[src/rtl/bringup_pkg.sv]
// Shared types of the bring-up sequencer.
// Assumes: nothing; pure type definitions.
package bringup_pkg;

    // Device power state as seen on the pwr_state port.
    typedef enum logic [1:0] {
        PWR_OFF = 2'd0,
        PWR_D0U = 2'd1,
        PWR_D0A = 2'd2
    } pwr_state_e;

    // Sequencer phases.
    typedef enum logic [2:0] {
        SQ_OFF   = 3'd0,
        SQ_LOAD1 = 3'd1,
        SQ_AUX   = 3'd2,
        SQ_LOAD2 = 3'd3,
        SQ_UP    = 3'd4
    } seq_state_e;

    // Number of delays started by the host reset release.
    localparam int unsigned N_HOST_DLY = 3;

endpackage

[src/rtl/bringup_timer.sv]
// Enable-qualified down-counter delay.
// While en is low the counter is held at DELAY. While en is high it counts
// down once per clock and stops at zero. expired is high while en is high
// and the count has reached zero.
// Assumes: DELAY fits in 32 bits; DELAY = 0 gives immediate expiry.
module bringup_timer #(
    parameter int unsigned DELAY = 16
) (
    input  logic clk,
    input  logic rst_n,
    input  logic en,
    output logic expired
);
    localparam int unsigned W    = (DELAY < 2) ? 1 : $clog2(DELAY + 1);
    localparam logic [W-1:0] LOAD = W'(DELAY);

    logic [W-1:0] cnt;

    // Reload while idle, count down while enabled.
    always_ff @(posedge clk) begin
        if (!rst_n || !en) begin
            cnt <= LOAD;
        end else if (cnt != '0) begin
            cnt <= cnt - 1'b1;
        end
    end

    // Expiry is only meaningful while the timer runs.
    always_comb begin
        expired = en && (cnt == '0);
    end

    // Once expired, the timer stays expired until its enable drops.
    p_expiry_holds_r8: assert property (@(posedge clk) disable iff (!rst_n)
        (en && expired) |=> (expired || !en));

endmodule

[src/rtl/bringup_por.sv]
// Power-on qualification.
// Waits T_XOG cycles of good supplies before trusting the oscillator, then
// T_PPG cycles of a running oscillator before reporting ready. Any supply
// loss restarts both delays.
// Assumes: supply and oscillator flags are synchronous to clk.
module bringup_por #(
    parameter int unsigned N_SUP = 3,
    parameter int unsigned T_XOG = 20,
    parameter int unsigned T_PPG = 10
) (
    input  logic             clk,
    input  logic             rst_n,
    input  logic [N_SUP-1:0] supply_ok,
    input  logic             osc_in,
    output logic             sup_good,
    output logic             por_ready
);
    logic xog_done;
    logic ppg_en;

    // All rails must report good together.
    always_comb begin
        sup_good = &supply_ok;
        ppg_en   = sup_good && xog_done && osc_in;
    end

    bringup_timer #(.DELAY(T_XOG)) u_xog (
        .clk     (clk),
        .rst_n   (rst_n),
        .en      (sup_good),
        .expired (xog_done)
    );

    bringup_timer #(.DELAY(T_PPG)) u_ppg (
        .clk     (clk),
        .rst_n   (rst_n),
        .en      (ppg_en),
        .expired (por_ready)
    );

    // Readiness never appears without good supplies and a running clock.
    p_ready_needs_osc_r1: assert property (@(posedge clk) disable iff (!rst_n)
        por_ready |-> (osc_in && sup_good));

endmodule

[src/rtl/bringup_ctrl.sv]
// Bring-up state machine.
// Orders the two configuration loads, PHY power-down, wake and manageability
// enables and the device power state. Host reset re-assertion returns to the
// pre-release phase; supply loss returns to powered-down.
// Assumes: nvm_done is a single-cycle pulse; host_rst_n is synchronous.
module bringup_ctrl
    import bringup_pkg::*;
(
    input  logic       clk,
    input  logic       rst_n,
    input  logic       sup_good,
    input  logic       por_ready,
    input  logic       host_rst_n,
    input  logic       nvm_done,
    input  logic       nvm_wake_bit,
    input  logic       nvm_mng_bit,
    input  logic       mae_wr,
    input  logic       mae_data,
    output logic       int_rst_n,
    output logic       nvm_req,
    output logic       phy_pd,
    output logic       wake_en,
    output logic       mng_en,
    output logic       host_up,
    output logic [1:0] pwr_state
);
    seq_state_e state;
    logic       d0a;

    // Phase sequencing and the registered control outputs.
    always_ff @(posedge clk) begin
        if (!rst_n || !sup_good) begin
            state   <= SQ_OFF;
            nvm_req <= 1'b0;
            phy_pd  <= 1'b1;
            wake_en <= 1'b0;
            mng_en  <= 1'b0;
        end else begin
            nvm_req <= 1'b0;
            unique case (state)
                SQ_OFF: begin
                    if (por_ready) begin
                        state   <= SQ_LOAD1;
                        nvm_req <= 1'b1;
                    end
                end
                SQ_LOAD1: begin
                    if (nvm_done) begin
                        state   <= SQ_AUX;
                        phy_pd  <= 1'b0;
                        wake_en <= nvm_wake_bit;
                        mng_en  <= nvm_mng_bit;
                    end
                end
                SQ_AUX: begin
                    if (host_rst_n) begin
                        state   <= SQ_LOAD2;
                        nvm_req <= 1'b1;
                        phy_pd  <= 1'b1;
                        wake_en <= 1'b0;
                    end
                end
                SQ_LOAD2: begin
                    if (!host_rst_n) begin
                        state <= SQ_AUX;
                    end else if (nvm_done) begin
                        state  <= SQ_UP;
                        phy_pd <= 1'b0;
                    end
                end
                SQ_UP: begin
                    if (!host_rst_n) begin
                        state <= SQ_AUX;
                    end
                end
                default: state <= SQ_OFF;
            endcase
        end
    end

    // Memory-access-enable latch, cleared whenever the host reset is active.
    always_ff @(posedge clk) begin
        if (!rst_n || !sup_good || !host_up) begin
            d0a <= 1'b0;
        end else if (mae_wr && mae_data) begin
            d0a <= 1'b1;
        end
    end

    // Derived reset, host phase and power state.
    always_comb begin
        int_rst_n = (state != SQ_OFF);
        host_up   = (state == SQ_LOAD2) || (state == SQ_UP);
        if (state == SQ_OFF) begin
            pwr_state = PWR_OFF;
        end else if (host_up && d0a) begin
            pwr_state = PWR_D0A;
        end else begin
            pwr_state = PWR_D0U;
        end
    end

    // Load request lasts exactly one cycle.
    p_req_single_r3: assert property (@(posedge clk) disable iff (!rst_n)
        nvm_req |=> !nvm_req);

    // Supply loss forces the powered-down outputs next cycle.
    p_supply_loss_r2: assert property (@(posedge clk) disable iff (!rst_n)
        !sup_good |=> (!int_rst_n && phy_pd && !wake_en && !mng_en));

    // Host release from the pre-release phase reloads and parks the PHY.
    p_release_parks_phy_r6: assert property (@(posedge clk) disable iff (!rst_n)
        (state == SQ_AUX && host_rst_n && sup_good) |=> (nvm_req && phy_pd && !wake_en));

    // Active power state exists only while the host reset is released.
    p_d0a_needs_host_r10: assert property (@(posedge clk) disable iff (!rst_n)
        (pwr_state == PWR_D0A) |-> host_up);

endmodule

[src/rtl/bringup_seq.sv]
// Top of the bring-up sequencer.
// Combines power-on qualification, the bring-up state machine and the three
// delays started by the host reset release (link training, configuration
// accept, configuration response).
// Assumes: all inputs synchronous to clk; delays given in clk cycles.
module bringup_seq #(
    parameter int unsigned N_SUP = 3,
    parameter int unsigned T_XOG = 20,
    parameter int unsigned T_PPG = 10,
    parameter int unsigned T_TRN = 40,
    parameter int unsigned T_CFG = 60,
    parameter int unsigned T_RES = 90
) (
    input  logic             clk,
    input  logic             rst_n,
    input  logic [N_SUP-1:0] supply_ok,
    input  logic             osc_in,
    input  logic             host_rst_n,
    input  logic             nvm_done,
    input  logic             nvm_wake_bit,
    input  logic             nvm_mng_bit,
    input  logic             mae_wr,
    input  logic             mae_data,
    output logic             int_rst_n,
    output logic             nvm_req,
    output logic             phy_pd,
    output logic             wake_en,
    output logic             mng_en,
    output logic             link_train,
    output logic             cfg_accept,
    output logic             cfg_resp_ok,
    output logic [1:0]       pwr_state
);
    import bringup_pkg::*;

    // Delay for host-release timer i: 0 training, 1 accept, 2 response.
    function automatic int unsigned host_delay(int idx);
        case (idx)
            0:       return T_TRN;
            1:       return T_CFG;
            default: return T_RES;
        endcase
    endfunction

    if (T_CFG > T_RES) begin : g_order_bad
        $error("bringup_seq: T_CFG must not exceed T_RES");
    end

    logic                  sup_good;
    logic                  por_ready;
    logic                  host_up;
    logic [N_HOST_DLY-1:0] host_exp;

    bringup_por #(.N_SUP(N_SUP), .T_XOG(T_XOG), .T_PPG(T_PPG)) u_por (
        .clk       (clk),
        .rst_n     (rst_n),
        .supply_ok (supply_ok),
        .osc_in    (osc_in),
        .sup_good  (sup_good),
        .por_ready (por_ready)
    );

    bringup_ctrl u_ctrl (
        .clk          (clk),
        .rst_n        (rst_n),
        .sup_good     (sup_good),
        .por_ready    (por_ready),
        .host_rst_n   (host_rst_n),
        .nvm_done     (nvm_done),
        .nvm_wake_bit (nvm_wake_bit),
        .nvm_mng_bit  (nvm_mng_bit),
        .mae_wr       (mae_wr),
        .mae_data     (mae_data),
        .int_rst_n    (int_rst_n),
        .nvm_req      (nvm_req),
        .phy_pd       (phy_pd),
        .wake_en      (wake_en),
        .mng_en       (mng_en),
        .host_up      (host_up),
        .pwr_state    (pwr_state)
    );

    for (genvar i = 0; i < N_HOST_DLY; i++) begin : g_host_dly
        bringup_timer #(.DELAY(host_delay(i))) u_dly (
            .clk     (clk),
            .rst_n   (rst_n),
            .en      (host_up),
            .expired (host_exp[i])
        );
    end

    // Host-release grants come straight from their timers.
    always_comb begin
        link_train  = host_exp[0];
        cfg_accept  = host_exp[1];
        cfg_resp_ok = host_exp[2];
    end

    // A response permit never precedes the access accept.
    p_resp_after_accept_r9: assert property (@(posedge clk) disable iff (!rst_n)
        cfg_resp_ok |-> cfg_accept);

    // Host reset re-assertion withdraws every release grant.
    p_abort_withdraws_r11: assert property (@(posedge clk) disable iff (!rst_n)
        (host_up && !host_rst_n) |=>
            (!link_train && !cfg_accept && !cfg_resp_ok && pwr_state != 2'd2));

endmodule

[config.mk]
export PLATFORM = sky130hd
export DESIGN_NAME = bringup_seq
export DESIGN_NICKNAME = d
export VERILOG_FILES = /design/src/rtl/bringup_pkg.sv /design/src/rtl/bringup_timer.sv /design/src/rtl/bringup_por.sv /design/src/rtl/bringup_ctrl.sv /design/src/rtl/bringup_seq.sv
export SDC_FILE = /design/constraint.sdc
export NUM_CORES = 1
export LEC_CHECK = 0
export CAP_MARGIN = 20
export CORE_AREA = 2 2 82 53
export DETAILED_ROUTE_END_ITERATION = 7
export DIE_AREA = 0 0 84 55
export PLACE_DENSITY = 0.72
export SYNTH_ARGS = -nofsm -noshare
export SYNTH_HDL_FRONTEND = slang
export SYNTH_SLANG_ARGS = --single-unit
[constraint.sdc]
create_clock -name clk -period 1.5 [get_ports clk]
set_input_delay 0.3 -clock clk [delete_from_list [all_inputs] [get_ports clk]]
set_output_delay 0.3 -clock clk [all_outputs]
set_load 0.05 [all_outputs]
======== Word level (Yosys, flattened, before mapping) ========
Cells that the tools add are included.
cells by class
  $mul .................................... 0
  div/mod/pow operators ................... 0
  mux-type cells .......................... 19
  equal/unequal tests ..................... 10
  $add $sub $neg .......................... 5
  bitwise operators ....................... 0
  shifts and indexed selects .............. 0
  magnitude comparators ................... 0
  reductions and logical operators ........ 37
operators by type and width
  kind                                                  number
  2-to-1 mux 3 bit                                      6
  one-hot mux 3 bit (5 select lines)                    1
  zero test 6 bit                                       2
  nonzero test 6 bit                                    2
  subtractor 6 x 1 -> 6 bit (second input constant)     2
  != test 2 bit (second input constant)                 5
  logical AND 1 bit                                     9
  AND reduction 3 bit                                   3
  zero test 7 bit                                       1
  2-to-1 mux 1 bit                                      7
  nonzero test 7 bit                                    1
  subtractor 7 x 1 -> 7 bit (second input constant)     1
  equality test 3 x 2 -> 1 bit (second input constant)  2
  nonzero test 3 bit                                    2
  zero test 5 bit                                       1
  logical OR 1 bit                                      5
  AND reduction 5 bit                                   1
  nonzero test 5 bit                                    1
  subtractor 5 x 1 -> 5 bit (second input constant)     1
  zero test 1 bit                                       4
  zero test 4 bit                                       1
  2-to-1 mux 2 bit                                      2
  one-hot mux 1 bit (2 select lines)                    2
  nonzero test 4 bit                                    1
  other kinds (8)                                       8
storage, ports and cells
  input bits .............................. 12
  bits in registers ....................... 36
  logic and storage cells ................. 82
  bits in latches ......................... 0
  output and inout bits ................... 10
  memory bits (read-only) ................. 0
  memories ................................ 0
  bits in writable memories ............... 0

======== Logic depth before layout (Yosys ltp) ========
  depth after elaboration ................. 7
  mapped depth ............................ 5
  depth with buffers taken out ............ 5

======== Cells and area by module ========
Synthesis repeated with hierarchy kept, for this count alone.
second synthesis, totals
  cells, all modules ...................... 212
  area, all modules ....................... 1951.9 sq um
modules (own cells, without submodules)
  module                               sequential area each (sq um)  times used  cells an instance  area each (sq um)
  bringup_ctrl                         160.2                         1           52                 465.4
  bringup_timer (g_host_dly[2].u_dly)  140.1                         1           40                 372.9
  bringup_timer (g_host_dly[1].u_dly)  120.1                         1           36                 317.8
  bringup_timer (g_host_dly[0].u_dly)  120.1                         1           34                 314.1
  bringup_timer (u_por.u_xog)          100.1                         1           25                 255.2
  bringup_timer (u_por.u_ppg)          80.1                          1           23                 209.0
  bringup_por                          0.0                           1           2                  17.5

======== Worst setup path before layout ========
No wires, ideal clock.
  path kind ............................... register to output
  start ................................... register g_host_dly[2].u_dly.cnt[0]
  end ..................................... output port cfg_resp_ok
  setup slack ............................. -0.769 ns
  required time ........................... 1.200 ns
  path buffers ............................ 0
  cell stages (with the launch flop) ...... 6
  data arrival time ....................... 1.969 ns
  cell sequence ........................... dfxtp_1 -> inv_1 -> ha_1 -> or4b_1 -> nor3_2 -> nor2b_1
on the way
  longest elaborated chain between the ends .. 2
ends and longest elaborated chain
  element                 line                 RTL
  from (decl)             bringup_timer.sv:17  logic [W-1:0] cnt;
  from (signal assigned)  bringup_timer.sv:24  cnt <= cnt - 1'b1;
  zero test 7 bit         bringup_timer.sv:30  expired = en && (cnt == '0);
  logical AND 1 bit       bringup_timer.sv:30
  to (decl)               bringup_seq.sv:31    output logic cfg_resp_ok,
No other way between the ends.

======== Worst setup path in the final report ========
Same ends and word-level chain as after synthesis.

==> flow_metrics.env <==
export IMPL_postSynth_asyncResetShare_pct=0
export IMPL_worstSetupStartpointType="register"
export IMPL_drv_cap=0
export IMPL_synth_nets=218
export IMPL_vias=1730
export IMPL_hp_class="register to register"
export IMPL_crit_buf_inv=2
export IMPL_fin_ws_ps=-559.5
export IMPL_worstSetupPathType="register to primary output"
export IMPL_worstSkewPairLatency_ps=280
export IMPL_first_iter_violations=71
export IMPL_slowest_stage="or4b_4"
export IMPL_h_tree_depth=2
export IMPL_drive_gt1_share_pct=45.79
export IMPL_r2r_slack_ps=-50
export IMPL_netSwitchingFraction_pct=20.36
export IMPL_power_frac_seq_pct=58.4
export IMPL_yosysWarningCount=0
export IMPL_cp_max_fo=2
export IMPL_antenna_found_initial=0
export IMPL_clkTransAtPathRegs_ps=60
export IMPL_overflow=0
export IMPL_holdWs_ps=500.3
export IMPL_clkPwrFrac_pct=36.7
export IMPL_track_usage_pct=19.22
export IMPL_syn_area_per_cell_um2=9.197
export IMPL_areaGrowthSynthToFinish_pct=58.98
export IMPL_io_pins=22
export IMPL_yosys_top_cells_count="dfxtp_1 (36), nor3_1 (16), nor2_1 (13), o21ai_0 (13), xnor2_1 (13)"
export IMPL_cp_end_kind="primary output"
export IMPL_p_int_mw=1.307
export IMPL_max_stage_delay_ps=470
export IMPL_grt_pass1_vias=1525
export IMPL_placedCellCount=305
export IMPL_gp_congestion=0.8497
export IMPL_clockBufferDepth=2
export IMPL_ant_nets=0
export IMPL_switching_power_uw=334.2
export IMPL_die_area_um2=4620
export IMPL_required_ps=1200
export IMPL_post_drt_wl_per_cell_um=13.82
export IMPL_vdd_drop_max_v=0.0004595
export IMPL_core_area_um2=3896
export IMPL_grt_first_pass_wirelength_um=6893
export IMPL_hold_viol_final=0
export IMPL_cts_made_buffers=5
export IMPL_status="finished, violations left"
export IMPL_cts_tree="done"
export IMPL_crit_chain="inv_2 -> ha_4 -> or4b_4 -> nor3_4 -> nor2b_4 -> buf_12"
export IMPL_combPwrFrac_pct=4.9
export IMPL_r2r_start="g_host_dly[2].u_dly.cnt[0]"
export IMPL_min_period_ps=2059
export IMPL_fmax_mhz=485.6
export IMPL_ys_ff_latch=36
export IMPL_hold_start="g_host_dly[0].u_dly.cnt[5]"
export IMPL_min_to="g_host_dly[0].u_dly.cnt[5]"
export IMPL_worst_pin_slew_ps=298.2
export IMPL_synthFlopType="dfxtp_1"
export IMPL_syn_cell_area_um2=1812
export IMPL_wirelength_um=4465
export IMPL_period_share_pct=137.3
export IMPL_hold_path_depth=2
export IMPL_synthTopCellsByArea="dfxtp_1 (40%), xnor2_1 (6.3%), ha_1 (6.2%)"
export IMPL_fin_worst_skew_ps=8.070
export IMPL_die_h_um=55
export IMPL_r2r_end="g_host_dly[2].u_dly.cnt[4]"
export IMPL_violations="negative setup slack"
export IMPL_nets=296
export IMPL_hpwl_um=3076
export IMPL_netlist_instances=197
export IMPL_yosysMostFrequentCell="dfxtp_1"
export IMPL_r2r_cells=7
export IMPL_slew_headroom_pct=79.87
export IMPL_rsz0062_at_grt="true"
export IMPL_diodes=0
export IMPL_finalNonFillerCells=323
export IMPL_setup_violations=11
export IMPL_drv_slew=0
export IMPL_viasPerCell=5.356
export IMPL_power_leakage_nw=1.076
export IMPL_synth_enable_flop_cells=0
export IMPL_pre_cts_slack_ps=-323.1
export IMPL_port_buffer_count=21
export IMPL_rows=18
export IMPL_die_w_um=84
export IMPL_drt_pass1_iter_count=4
export IMPL_crit_arrival_ps=1760
export IMPL_start_util_pct=46.50
export IMPL_ys_seq_area_share_pct=39.78
export IMPL_yosysUniqueCellTypes=50
export IMPL_cts_root_buffer="clkbuf_8"
export IMPL_cts_sinks=36
export IMPL_grt_start_max_net_pins=13
export IMPL_synth_top_cell_area_share_pct=39.78
export IMPL_critical_path_top_delay_family="simple AND/OR/NAND/NOR gates"
export IMPL_ctsHoldBuffers=0
export IMPL_yosysTopAreaCell="dfxtp_1"
export IMPL_p_per_area_nw_per_um2=569.9
export IMPL_drcViolationCount=0
metrics by stage:
step                setup TNS, ps  total power, mW  instance area, um^2  utilization, %
floorplan                  -454.5           0.9994                 1898               -
global placement            -1138            1.055                 2504           64.26
detailed placement          -1443            1.055                 2504           64.26
CTS                         -1399            1.654                 2749           70.55
global route                -2258            1.692                 2880           73.92
finish                      -1587            1.641                 2880           73.92
routing by layer:
layer	vias to the layer above	track usage (%)	wire length, um	part of all wire, %
li1	874	-	-	-
met4	0	4.570	30	0.67
met5	-	0	0	0
met1	817	26.02	2253	50
met3	5	5.786	184	4.1
met2	34	30.80	1997	45
power by group through the flow:
stage	clock [mW]	combinational, mW	sequential, mW
floorplan	0	0.0181	0.981
global route	0.647	0.0861	0.958
CTS	0.621	0.0745	0.958
finish	0.602	0.0801	0.959
detailed placement	0	0.0731	0.982
global placement	0	0.0730	0.982
placed cells by master (no fill, tap or decap), types with 7 or more instances in the layout:
master	Yosys	routed
buf_4	0	49
o21ai_0	13	9
inv_2	0	7
nor2_1	13	9
clkdlybuf4s50_1	0	11
buf_6	0	10
dfxtp_2	0	7
dfxtp_1	36	28
nor3_1	16	11
xnor2_1	13	13
state kept, by name, summed over array words and instances (netlist names):
| name | count |
|---|---|
| u_por.u_ppg.cnt | 4 |
| u_ctrl.wake_en | 1 |
| u_ctrl.mng_en | 1 |
| u_ctrl.d0a | 1 |
| u_ctrl.state | 3 |
| u_ctrl.nvm_req | 1 |
| u_ctrl.phy_pd | 1 |
| g_host_dly.u_dly.cnt | 19 |
| u_por.u_xog.cnt | 5 |
worst reg2reg max path, cell delays in order (launching register included):
cell	delay (ps)
dfxtp_2	320
inv_2	70
ha_4	130
or4b_4	470
nor3_4	150
buf_4	140
buf_6	110
o21ai_2	50
cell families (layout without fill, tap and decap cells):
kind of cell	after synthesis	count (layout)	share of synthesized area, %
and+or+nand+nor	82	82	28.59
buffers and inverters	16	92	3.522
xor gates and xnor gates	14	14	6.768
adders and majority gates	9	9	6.216
AOI/OAI and AO/OA	38	38	14.02
DFF	36	36	39.78
muxes	2	2	1.105
area by class of cell:
| cell class | instances | area (um^2) |
|---|---|---|
| Multi-Input combinational cell | 145 | 1264 |
| Inverter | 11 | 41.29 |
| Tap cell | 50 | 62.56 |
| Sequential cell | 36 | 733.2 |
| Timing Repair Buffer | 76 | 710.7 |
| Clock buffer | 5 | 68.82 |
| Fill cell | 260 | 1016 |
worst max path at each step:
stage / start / to / slack (ps) / depth (start not counted)
final: g_host_dly[2].u_dly.cnt[0] / cfg_resp_ok / -560 / 6
after detailed placement: g_host_dly[2].u_dly.cnt[1] / cfg_resp_ok / -320 / 6
after CTS: g_host_dly[2].u_dly.cnt[0] / cfg_resp_ok / -560 / 6
after floorplan: g_host_dly[2].u_dly.cnt[1] / cfg_resp_ok / -360 / 5
after global placement: g_host_dly[2].u_dly.cnt[1] / cfg_resp_ok / -270 / 6
after global routing: g_host_dly[2].u_dly.cnt[0] / cfg_resp_ok / -610 / 6
timing repair:
action	4_1_cts	5_1_grt
pin swaps	9	9
gates resized for setup	33	26
endpoints found under the hold margin	0	0
endpoints found under the setup margin	12	18
setup buffers	10	4
Note: power is estimated with default switching activity, not from simulation.
